<file path="config.mk">
export PLATFORM = sky130hd
export DESIGN_NAME = bp_jam_ctrl
export DESIGN_NICKNAME = d
export VERILOG_FILES = /design/src/rtl/bp_jam_pkg.sv /design/src/rtl/bp_fill_cmp.sv /design/src/rtl/bp_coll_cnt.sv /design/src/rtl/bp_jam_decide.sv /design/src/rtl/bp_jam_ctrl.sv
export SDC_FILE = /design/constraint.sdc
export NUM_CORES = 1
export LEC_CHECK = 0
export BUFFER_PORTS_ARGS = -buffer_cell sky130_fd_sc_hd__buf_2
export CAP_MARGIN = 0
export CELL_PAD_IN_SITES_DETAIL_PLACEMENT = 1
export CELL_PAD_IN_SITES_GLOBAL_PLACEMENT = 1
export CORE_MARGIN = 2
export CORE_UTILIZATION = 39
export CTS_BUF_LIST = sky130_fd_sc_hd__clkbuf_2
export CTS_CLUSTER_DIAMETER = 120
export CTS_CLUSTER_SIZE = 28
export DETAILED_ROUTE_END_ITERATION = 8
export GPL_TIMING_DRIVEN = 1
export PLACE_DENSITY = 0.88
export SLEW_MARGIN = 20
export SYNTH_ARGS = -nofsm -noshare
export SYNTH_HDL_FRONTEND = slang
export SYNTH_SLANG_ARGS = --single-unit
</file>
<file path="constraint.sdc">
create_clock -name clk -period 4.6 [get_ports clk]
set_input_delay 0.23 -clock clk [delete_from_list [all_inputs] [get_ports clk]]
set_output_delay 0.23 -clock clk [all_outputs]
set_load 0.01 [all_outputs]
</file>
<file path="src/rtl/bp_jam_pkg.sv">
package bp_jam_pkg;
  localparam int unsigned LIMIT_W = 8;
  localparam int unsigned LEVEL_W = 8;

  typedef struct packed {
    logic tx_hit;
    logic rx_hit;
    logic clean;
  } coll_evt_t;
endpackage

</file>
<file path="src/rtl/bp_fill_cmp.sv">
module bp_fill_cmp #(
  parameter int unsigned LEVEL_W = 8
) (
  input  logic [LEVEL_W-1:0] level_i,
  input  logic [LEVEL_W-1:0] thresh_i,
  output logic               over_o
);
  assign over_o = (level_i >= thresh_i);
endmodule

</file>
<file path="src/rtl/bp_coll_cnt.sv">
module bp_coll_cnt
  import bp_jam_pkg::*;
#(
  parameter int unsigned CNT_W = 8
) (
  input  logic             clk,
  input  logic             rst,
  input  coll_evt_t        evt_i,
  input  logic             leak_clr_i,
  output logic [CNT_W-1:0] cnt_o
);
  localparam logic [CNT_W-1:0] CNT_MAX = {CNT_W{1'b1}};

  logic [CNT_W:0]   sum;
  logic [CNT_W-1:0] cnt_q;

  assign sum = {1'b0, cnt_q} + (CNT_W+1)'(evt_i.tx_hit) + (CNT_W+1)'(evt_i.rx_hit);

  always_ff @(posedge clk) begin
    if (rst)
      cnt_q <= '0;
    else if (leak_clr_i || evt_i.clean)
      cnt_q <= '0;
    else if (sum[CNT_W])
      cnt_q <= CNT_MAX;
    else
      cnt_q <= sum[CNT_W-1:0];
  end

  assign cnt_o = cnt_q;

  a_r4_clean_clears: assert property (@(posedge clk) disable iff (rst)
    evt_i.clean |=> (cnt_o == '0));
  a_r7_saturate: assert property (@(posedge clk) disable iff (rst)
    (cnt_o == CNT_MAX && !evt_i.clean && !leak_clr_i) |=> (cnt_o == CNT_MAX));
  a_r10_leak_clears: assert property (@(posedge clk) disable iff (rst)
    leak_clr_i |=> (cnt_o == '0));
  a_r3_single_step: assert property (@(posedge clk) disable iff (rst)
    (!evt_i.clean && !leak_clr_i && (evt_i.tx_hit ^ evt_i.rx_hit) && cnt_o != CNT_MAX)
      |=> (cnt_o == $past(cnt_o) + 1'b1));
endmodule

</file>
<file path="src/rtl/bp_jam_decide.sv">
module bp_jam_decide #(
  parameter int unsigned CNT_W = 8
) (
  input  logic             clk,
  input  logic             rst,
  input  logic             sof_i,
  input  logic             over_i,
  input  logic [CNT_W-1:0] cnt_i,
  input  logic [CNT_W-1:0] limit_i,
  output logic             leak_now_o,
  output logic             jam_o,
  output logic             leak_o
);
  logic limit_hit;
  logic jam_now;
  logic jam_q, leak_q;

  assign limit_hit  = (limit_i != '0) && (cnt_i >= limit_i);
  assign leak_now_o = sof_i && over_i && limit_hit;
  assign jam_now    = sof_i && over_i && !limit_hit;

  always_ff @(posedge clk) begin
    if (rst) begin
      jam_q  <= 1'b0;
      leak_q <= 1'b0;
    end else begin
      jam_q  <= jam_now;
      leak_q <= leak_now_o;
    end
  end

  assign jam_o  = jam_q;
  assign leak_o = leak_q;

  a_r1_jam_needs_over: assert property (@(posedge clk) disable iff (rst)
    jam_o |-> $past(over_i));
  a_r2_jam_follows_sof: assert property (@(posedge clk) disable iff (rst)
    jam_o |-> $past(sof_i));
  a_r2_jam_one_cycle: assert property (@(posedge clk) disable iff (rst)
    jam_o |=> !jam_o);
  a_r5_leak_at_limit: assert property (@(posedge clk) disable iff (rst)
    leak_o |-> $past(limit_i != '0 && cnt_i >= limit_i && over_i));
  a_r5_exclusive: assert property (@(posedge clk) disable iff (rst)
    !(jam_o && leak_o));
  a_r6_zero_limit: assert property (@(posedge clk) disable iff (rst)
    (sof_i && over_i && limit_i == '0) |=> (jam_o && !leak_o));
endmodule

</file>
<file path="src/rtl/bp_jam_ctrl.sv">
module bp_jam_ctrl
  import bp_jam_pkg::*;
(
  input  logic               clk,
  input  logic               rst,
  input  logic [LEVEL_W-1:0] fill_level,
  input  logic [LEVEL_W-1:0] fill_thresh,
  input  logic               rx_sof,
  input  logic               tx_end,
  input  logic               tx_coll,
  input  logic               rx_end,
  input  logic               rx_coll,
  input  logic [LIMIT_W-1:0] jam_limit,
  output logic               jam_req,
  output logic               leak_pulse
);
  logic               over;
  logic               leak_now;
  logic [LIMIT_W-1:0] coll_cnt;
  coll_evt_t          evt;

  assign evt.tx_hit = tx_end && tx_coll;
  assign evt.rx_hit = rx_end && rx_coll;
  assign evt.clean  = (tx_end && !tx_coll) || (rx_end && !rx_coll);

  bp_fill_cmp #(.LEVEL_W(LEVEL_W)) cmp_i (
    .level_i  (fill_level),
    .thresh_i (fill_thresh),
    .over_o   (over)
  );

  bp_coll_cnt #(.CNT_W(LIMIT_W)) cnt_i (
    .clk        (clk),
    .rst        (rst),
    .evt_i      (evt),
    .leak_clr_i (leak_now),
    .cnt_o      (coll_cnt)
  );

  bp_jam_decide #(.CNT_W(LIMIT_W)) dec_i (
    .clk        (clk),
    .rst        (rst),
    .sof_i      (rx_sof),
    .over_i     (over),
    .cnt_i      (coll_cnt),
    .limit_i    (jam_limit),
    .leak_now_o (leak_now),
    .jam_o      (jam_req),
    .leak_o     (leak_pulse)
  );

  a_r8_below_keeps_count: assert property (@(posedge clk) disable iff (rst)
    (rx_sof && !over && !tx_end && !rx_end) |=> (coll_cnt == $past(coll_cnt) && !jam_req && !leak_pulse));
endmodule

</file>
Word-level counts from Yosys, hierarchy flattened --
Index checks and enable logic that the tools add are counted.
Cells by class: reductions and logical operators 15, magnitude comparators 2, add/sub/neg operators 2, muxes and demuxes 1
Operators by type and width (count):
- greater-or-equal comparator 8 bit | 2
- adder 8 x 1 -> 9 bit | 1
- adder 9 x 1 -> 9 bit | 1
- logical AND 1 bit | 8
- 2-to-1 mux 8 bit | 1
- nonzero test 8 bit | 1
- zero test 1 bit | 3
- logical OR 1 bit | 2
- OR reduction 2 bit | 1
Storage, ports and cells: flip-flop bits (word level) 10, word-level logic and storage cells 23, output and inout port bits 2, input port bits 31

Logic depth before layout (Yosys ltp) --
Gate-level depths: netlist of the first run.
word-level depth 5, depth in mapped cells 8, mapped depth without buffers 8

Hierarchy --
Synthesis of the first run repeated with hierarchy kept, for this count alone.
Second synthesis, totals: cells, all modules 104, area, all modules 893.4 µm²
By module, submodules not included:
- bp_coll_cnt | cells each 38, area an instance 379.1 µm², seq. area each 160.2 µm², instances 1
- bp_jam_decide | cells each 36, area an instance 282.8 µm², seq. area each 40.0 µm², instances 1
- bp_fill_cmp | cells each 25, area an instance 197.7 µm², seq. area each 0.0 µm², instances 1
- bp_jam_ctrl | cells each 5, area an instance 33.8 µm², seq. area each 0.0 µm², instances 1

Least setup slack after synthesis of the first run --
Ideal clock, no wire load.
path type flip-flop to flip-flop, start point reg cnt_i.cnt_q[0] (netlist: cnt_i.cnt_o[0]), end point reg dec_i.leak_q (netlist: dec_i.leak_o), clock period less this slack 1739 ps, stages on the path, launching flop included 7, buffers on the path 0, data required time 4484 ps, arrival time 1624 ps, setup time 116 ps, setup slack 2861 ps, cell sequence dfxtp_1 inv_1 ha_1 nand2b_1 a2111oi_0 o32ai_2 and3b_1
On the way: longest elaborated chain between the ends 3
RTL lines:
- start: declaration | RTL line bp_coll_cnt.sv:15 | logic [CNT_W-1:0] cnt_q;
- start signal: assignment | RTL line bp_coll_cnt.sv:27 | cnt_q <= sum[CNT_W-1:0];
- greater-or-equal comparator 8 bit | RTL line bp_jam_decide.sv:18 | assign limit_hit = (limit_i != '0) && (cnt_i >= limit_i);
- logical AND 1 bit | RTL line bp_jam_decide.sv:18
- logical AND 1 bit | RTL line bp_jam_decide.sv:19 | assign leak_now_o = sof_i && over_i && limit_hit;
- end signal: assignment | RTL line bp_jam_decide.sv:28 | leak_q <= leak_now_o;
- end: declaration | RTL line bp_jam_decide.sv:16 | logic jam_q, leak_q;
Every way passes these cells. A chain may end at the register's enable or synchronous reset.

Worst setup path in the final report of the first run --
start point reg cnt_i.cnt_q[0] (netlist: cnt_i.cnt_o[0]), end point reg cnt_i.cnt_q[5] (netlist: cnt_i.cnt_o[5])
On the way: longest elaborated chain between the ends 5, elaborated cells between the ends (all ways) 8, classes of those cells add/sub: 2; order compare: 1; mux: 1; reduce/logical: 4
RTL lines:
- branches (longest 5 deep; another with adder 8 x 1 -> 9 bit)
Several ways; the timed one is not identified.

==> results of run 1 <==
## registers in the layout, summed over array words and instances, names as in the netlist
name / cells
cnt_i.cnt_o: 8
dec_i.jam_o: 1
dec_i.leak_o: 1
## logic make-up after synthesis
group,share of synthesized area
adder cells (fa/ha/maj),0.2551
multiplexers,0.01097
AO/OA/AOI/OAI,0.2195
flip-flops,0.2195
AND/OR/NAND/NOR,0.1893
buffers and inverters,0.08641
XOR/XNOR,0.01921
## cell usage in the layout (no fill, tap or decap), types with 2 or more instances in the layout
cell / netlist / routed
a211oi_1: 2 / 2
a21o_1: 2 / 2
a21oi_1: 10 / 10
buf_2: 0 / 32
clkbuf_2: 0 / 3
dfxtp_1: 10 / 10
ha_1: 17 / 17
inv_1: 20 / 20
nand2_1: 5 / 5
nand3_1: 5 / 5
nand4_1: 2 / 2
nor2_1: 5 / 5
nor3b_1: 2 / 2
o21ai_0: 7 / 7
## where the power goes
group,switching [W],internal (W),total [W]
Combinational,0.0000251,0.0000232,0.0000482
Clock,0.0000299,0.0000178,0.0000477
Sequential,0.000000885,0.0000881,0.0000890
## critical path: cells and delay by family, from the launching register on
kind / cells / cell delay (ns)
DFF: 1 / 0.33
adders and majority gates: 1 / 0.26
and+or+nand+nor: 1 / 0.14
AOI/OAI and AO/OA: 3 / 1.19
buffers and inverters: 1 / 0.08
## metal layers
layer  up-vias  routed length [um]  global-route usage
li1        474                   -                   -
met1       449                 954              0.2112
met2        30                1246              0.3833
met3         5                 103             0.03429
met4         0                  36             0.06838
met5         -                   0                   0
## worst paths after layout
kind / startpoint / end / slack (ns) / depth (start not counted)
worst max register to register: cnt_i.cnt_o[0] / cnt_i.cnt_o[5] / 2.52 / 6
worst max-delay path: cnt_i.cnt_o[0] / cnt_i.cnt_o[5] / 2.52 / 6
worst min-delay path: rst / dec_i.jam_o / 0.14 / 2
worst min register to register: cnt_i.cnt_o[7] / cnt_i.cnt_o[7] / 0.62 / 2
## per-stage QoR
stage / instance area (um^2) / std cells
after floorplan: 912.1 / 111
after global placement: 1104 / 170
after detailed placement: 1104 / 170
after CTS: 1119 / 173
after global routing: 1119 / 173
final: 1119 / 173
## cell type report
class / count / area share
Inverter: 20 / 0.06711
Clock buffer: 3 / 0.01342
Tap cell: 28 / 0.03132
Multi-Input combinational cell: 80 / 0.5660
Sequential cell: 10 / 0.1790
Timing Repair Buffer: 32 / 0.1432
==> metrics.txt, run 1 <==
status complete, no violations; Final setup viols 0; CP Launch Type register; CTS buffer count 3; Core Footprint 2212 um^2; Final Hold Fails 0; Max stage delay cell, worst path a2111oi_0; maxcap violations 0; clock root cell clkbuf_2; EDFF count, synth 0; WP data arrival 2.25 ns; Avg Cell Area, Syn 8.217 um^2; ys flop type dfxtp_1; Ports 33; dpl ws 2.492 ns; Initial Util 0.4123; # port buffers 32; die width 52.36 um; GP Congestion 0.8800; GRT Residual Overflow 0; row cnt 17; Seq/Total Area, Yosys 0.2195; CTS resizes 0; final hold slack 0.1442 ns; Reg area 200.2 um^2; Post-synth top cells 20 x inv_1, 17 x ha_1, 10 x a21oi_1, 10 x dfxtp_1, 7 x o21ai_0; fillers 292; Reg clk slew, reported paths 0.10 ns; cell with the most instances after synthesis inv_1; CTS Hold Bufs 0; # H-tree levels 1; worst-path maximum fanout 10; Max Buffers Root-to-Sink 2; syn_nets 160; Cells after Synth 111; area leader, netlist ha_1; Synth Register Bits 10; TritonRoute pass-1 iters 4; Pwr Total 0.0001849 W; DRT iter0 DRCs 5; Setup Buffers After CTS 0; die footprint 2742 um^2; clk_skew 0.007138 ns; vias in the first global route 1020; Syn Std Cell Area 912.1 um^2; Final Cycle Share 0.4522; Die H 52.36 um; layout cell share with drive strength beyond 1 0.2690; Final ANT Viol Nets 0; drt total wl 2.341 mm; final net count 196; clock sink count 10; Area Overhead vs Synth 22.63%; Diodes inserted 0; Via density 5.538; maximum clock rate 0.4807 GHz; WL/cell 13.53 um; Peak VDD IR 97.43 uV; RSZ-0062 raised after global routing false; critical path class reg2reg; routed vias 958; Power Density 165.3 nW/um^2; Final Slew Violations 0; Slew @ Worst Pin 0.8202 ns; Synth async-reset ratio 0; post-DP HPWL 2.050 mm; crit end category register; CP required 4.77 ns; crit-path cells inv_1, ha_1, nand2b_1, a2111oi_0, o32ai_2, a211oi_1; # DRC 0; Worst Hold Class in2reg; area of the multi-input gates 633.1 um^2; Slew HR 0.4532; Synth area leaders ha_1 23%, dfxtp_1 22%, inv_1 8.2%, a21oi_1 5.5%, o21ai_0 3.8%; Distinct cells, synth 36; maximum number of pins on one net before global-route repair 11; Max stage delay on crit path 0.60 ns; Clk Latency, worst-skew pair 0.26 ns; CTS tree yes; fin util 0.5057; setup_tns 0 ns; Total GRT Usage 0.1983; min setup slack post-route 2.520 ns; crit path time final 2.080 ns; Yosys top cell area share 0.2332; first-pass GRT wire length 4.029 mm; initial antenna violation count 0; Syn. warnings 0; leakage power 0.6214 nW
Note: power is estimated with default switching activity, not from simulation.
==> run 2, diff against run 1 <==
--- a/config.mk
+++ b/config.mk
@@ -10,13 +10,13 @@
 export CELL_PAD_IN_SITES_DETAIL_PLACEMENT = 1
 export CELL_PAD_IN_SITES_GLOBAL_PLACEMENT = 1
 export CORE_MARGIN = 2
-export CORE_UTILIZATION = 39
+export CORE_UTILIZATION = 36
 export CTS_BUF_LIST = sky130_fd_sc_hd__clkbuf_2
 export CTS_CLUSTER_DIAMETER = 120
 export CTS_CLUSTER_SIZE = 28
 export DETAILED_ROUTE_END_ITERATION = 8
 export GPL_TIMING_DRIVEN = 1
-export PLACE_DENSITY = 0.88
+export PLACE_DENSITY = 0.82
 export SLEW_MARGIN = 20
 export SYNTH_ARGS = -nofsm -noshare
 export SYNTH_HDL_FRONTEND = slang
==> constraint.sdc (replaced) <==
create_clock -name clk -period 2 [get_ports clk]
set_input_delay 0.1 -clock clk [delete_from_list [all_inputs] [get_ports clk]]
set_output_delay 0.1 -clock clk [all_outputs]
set_load 0.01 [all_outputs]
==> run 2 against run 1 <==
Effect of this change: sequential power rose by 130%; highest routed layer unchanged; die area is 7.7% higher; largest power group unchanged; combinational power grew 150%; critical path depth did not move; critical endpoint unchanged; hold slack worse by 0.11 ns; routed wire length is 7.1% higher; fmax grew 11%; register-to-register slack got worse by 2.4 ns.
==> metrics.txt, run 2 (synthesized netlist as in run 1, its figures left out) <==
Final ANT Viol Nets 0; GP Congestion 0.8517; Clock Power Share 0.256; Pwr Total 0.0004357 W; initial antenna violation count 0; Via density 5.242; sw power 0.0001316 W; worst-path maximum fanout 10; post-route cell area 1160 um^2; maxcap violations 0; crit end category register; area of the multi-input gates 653.1 um^2; Final Hold Fails 0; Power Density 375.6 nW/um^2; switch share 0.3021; Final Cycle Share 0.9359; Max Buffers Root-to-Sink 2; Ports 33; Slew HR 0.6758; CTS buffer count 3; met2 GRT Util 0.3474; # H-tree levels 1; clk_skew 0.002390 ns; fillers 315; CTS Hold Bufs 0; critical path class reg2reg; Diodes inserted 0; Reg clk slew, reported paths 0.10 ns; crit path time final 1.872 ns; Worst Hold Class in2reg; Slew @ Worst Pin 0.4863 ns; Core Footprint 2432 um^2; GRT busiest layer met2; clock root cell clkbuf_2; layout cell share with drive strength beyond 1 0.2905; internal cell power 0.0003041 W; CP Launch Type register; Setup Buffers After CTS 0; share of power burned in registers 0.469; dpl cells 174; setup_tns 0 ns; most frequent cells in the layout 32 x buf_2, 20 x inv_1, 17 x ha_1, 10 x a21oi_1, 10 x dfxtp_1; post-DP HPWL 2.121 mm; Die H 54.34 um; combinational share of power 0.274; row cnt 18; first-pass GRT wire length 3.870 mm; Clk Latency, worst-skew pair 0.24 ns; vias in the first global route 926; Peak VDD IR 224.6 uV; Initial Util 0.3750; CP required 2.17 ns; clock sink count 10; die footprint 2952 um^2; # port buffers 32; Area Overhead vs Synth 27.16%; TritonRoute pass-1 iters 3; WL/cell 14.09 um; die width 54.34 um; routed vias 933; Final Slew Violations 0; # DRC 0; final net count 198; DRT iter0 DRCs 6; met1 usage 0.1967; commonest non-fill, non-tap cell in the layout buf_2; Total GRT Usage 0.1821; Reg area 200.2 um^2; GRT Residual Overflow 0; CTS tree yes; maximum clock rate 0.5342 GHz; post-route insts no fill 178; met3 Use GR 0.02186; max reg flops 8; maximum number of pins on one net before global-route repair 11; leakage power 0.6361 nW; WP data arrival 2.04 ns; Final setup viols 0; drt total wl 2.508 mm; status complete, no violations; Placement Cell Area 1121 um^2
run 2: cell count changes in the layout (fill, tap and decap cells not counted), sizes merged:
cell / change
buf: +2
clkinv: +1
run 2: worst paths after layout:
path,endpoint,cells past startpoint,start,slack (ns)
worst max-delay path,cnt_i.cnt_o[5],6,cnt_i.cnt_o[0],0.13
worst max register to register,cnt_i.cnt_o[5],6,cnt_i.cnt_o[0],0.13
worst min-delay path,dec_i.jam_o,2,rst,0.03
worst min register to register,cnt_i.cnt_o[7],2,cnt_i.cnt_o[7],0.62
run 2: power by group through the flow:
stage,registers [W],clock network (W),logic [W]
after floorplan,0.000209,0,0.0000601
after global placement,0.000209,0,0.000106
after detailed placement,0.000209,0,0.000116
after CTS,0.000205,0.000117,0.000117
after global routing,0.000205,0.000123,0.000141
final,0.000205,0.000112,0.000119
run 2: stage by stage:
stage | hold WS (ns) | utilization | setup WS (ns)
6_report | 0.03017 | 0.4769 | 0.1281
5_1_grt | 0.02525 | 0.4769 | -0.05527
4_1_cts | 0.01861 | 0.4691 | 0.06640
3_5_place_dp | 0.2989 | 0.4609 | 0.002975
3_3_place_gp | 0.2937 | 0.4609 | 0.1504
2_1_floorplan | 0.1761 | - | 0.2606
run 2: routing by layer:
layer  routed length (um)  up-vias
met4                   39        0
li1                     -      475
met1                 1005      431
met2                 1381       23
met3                   82        4
met5                    0        -
run 2: final cells by class:
class | instances | share of cell area
multi-input cells | 80 | 0.5631
flip-flops and latches | 10 | 0.1726
repair buffers | 34 | 0.1510
inverters | 20 | 0.06473
well taps | 30 | 0.03236
clock buffers | 3 | 0.01295
clock inverters | 1 | 0.003236
run 2: repair_timing:
item                                    in CTS  in global routing
pin swaps                                    0                  1
gates resized for setup                      1                  3
endpoints found under the setup margin       3                  9
run 2: worst max-delay path, cell delays in order, from the launching register on:
cell       delay [ns]
dfxtp_1          0.32
inv_1            0.06
ha_1             0.26
nand2b_1         0.17
a2111oi_2        0.52
o32ai_4          0.24
a211oi_1         0.23
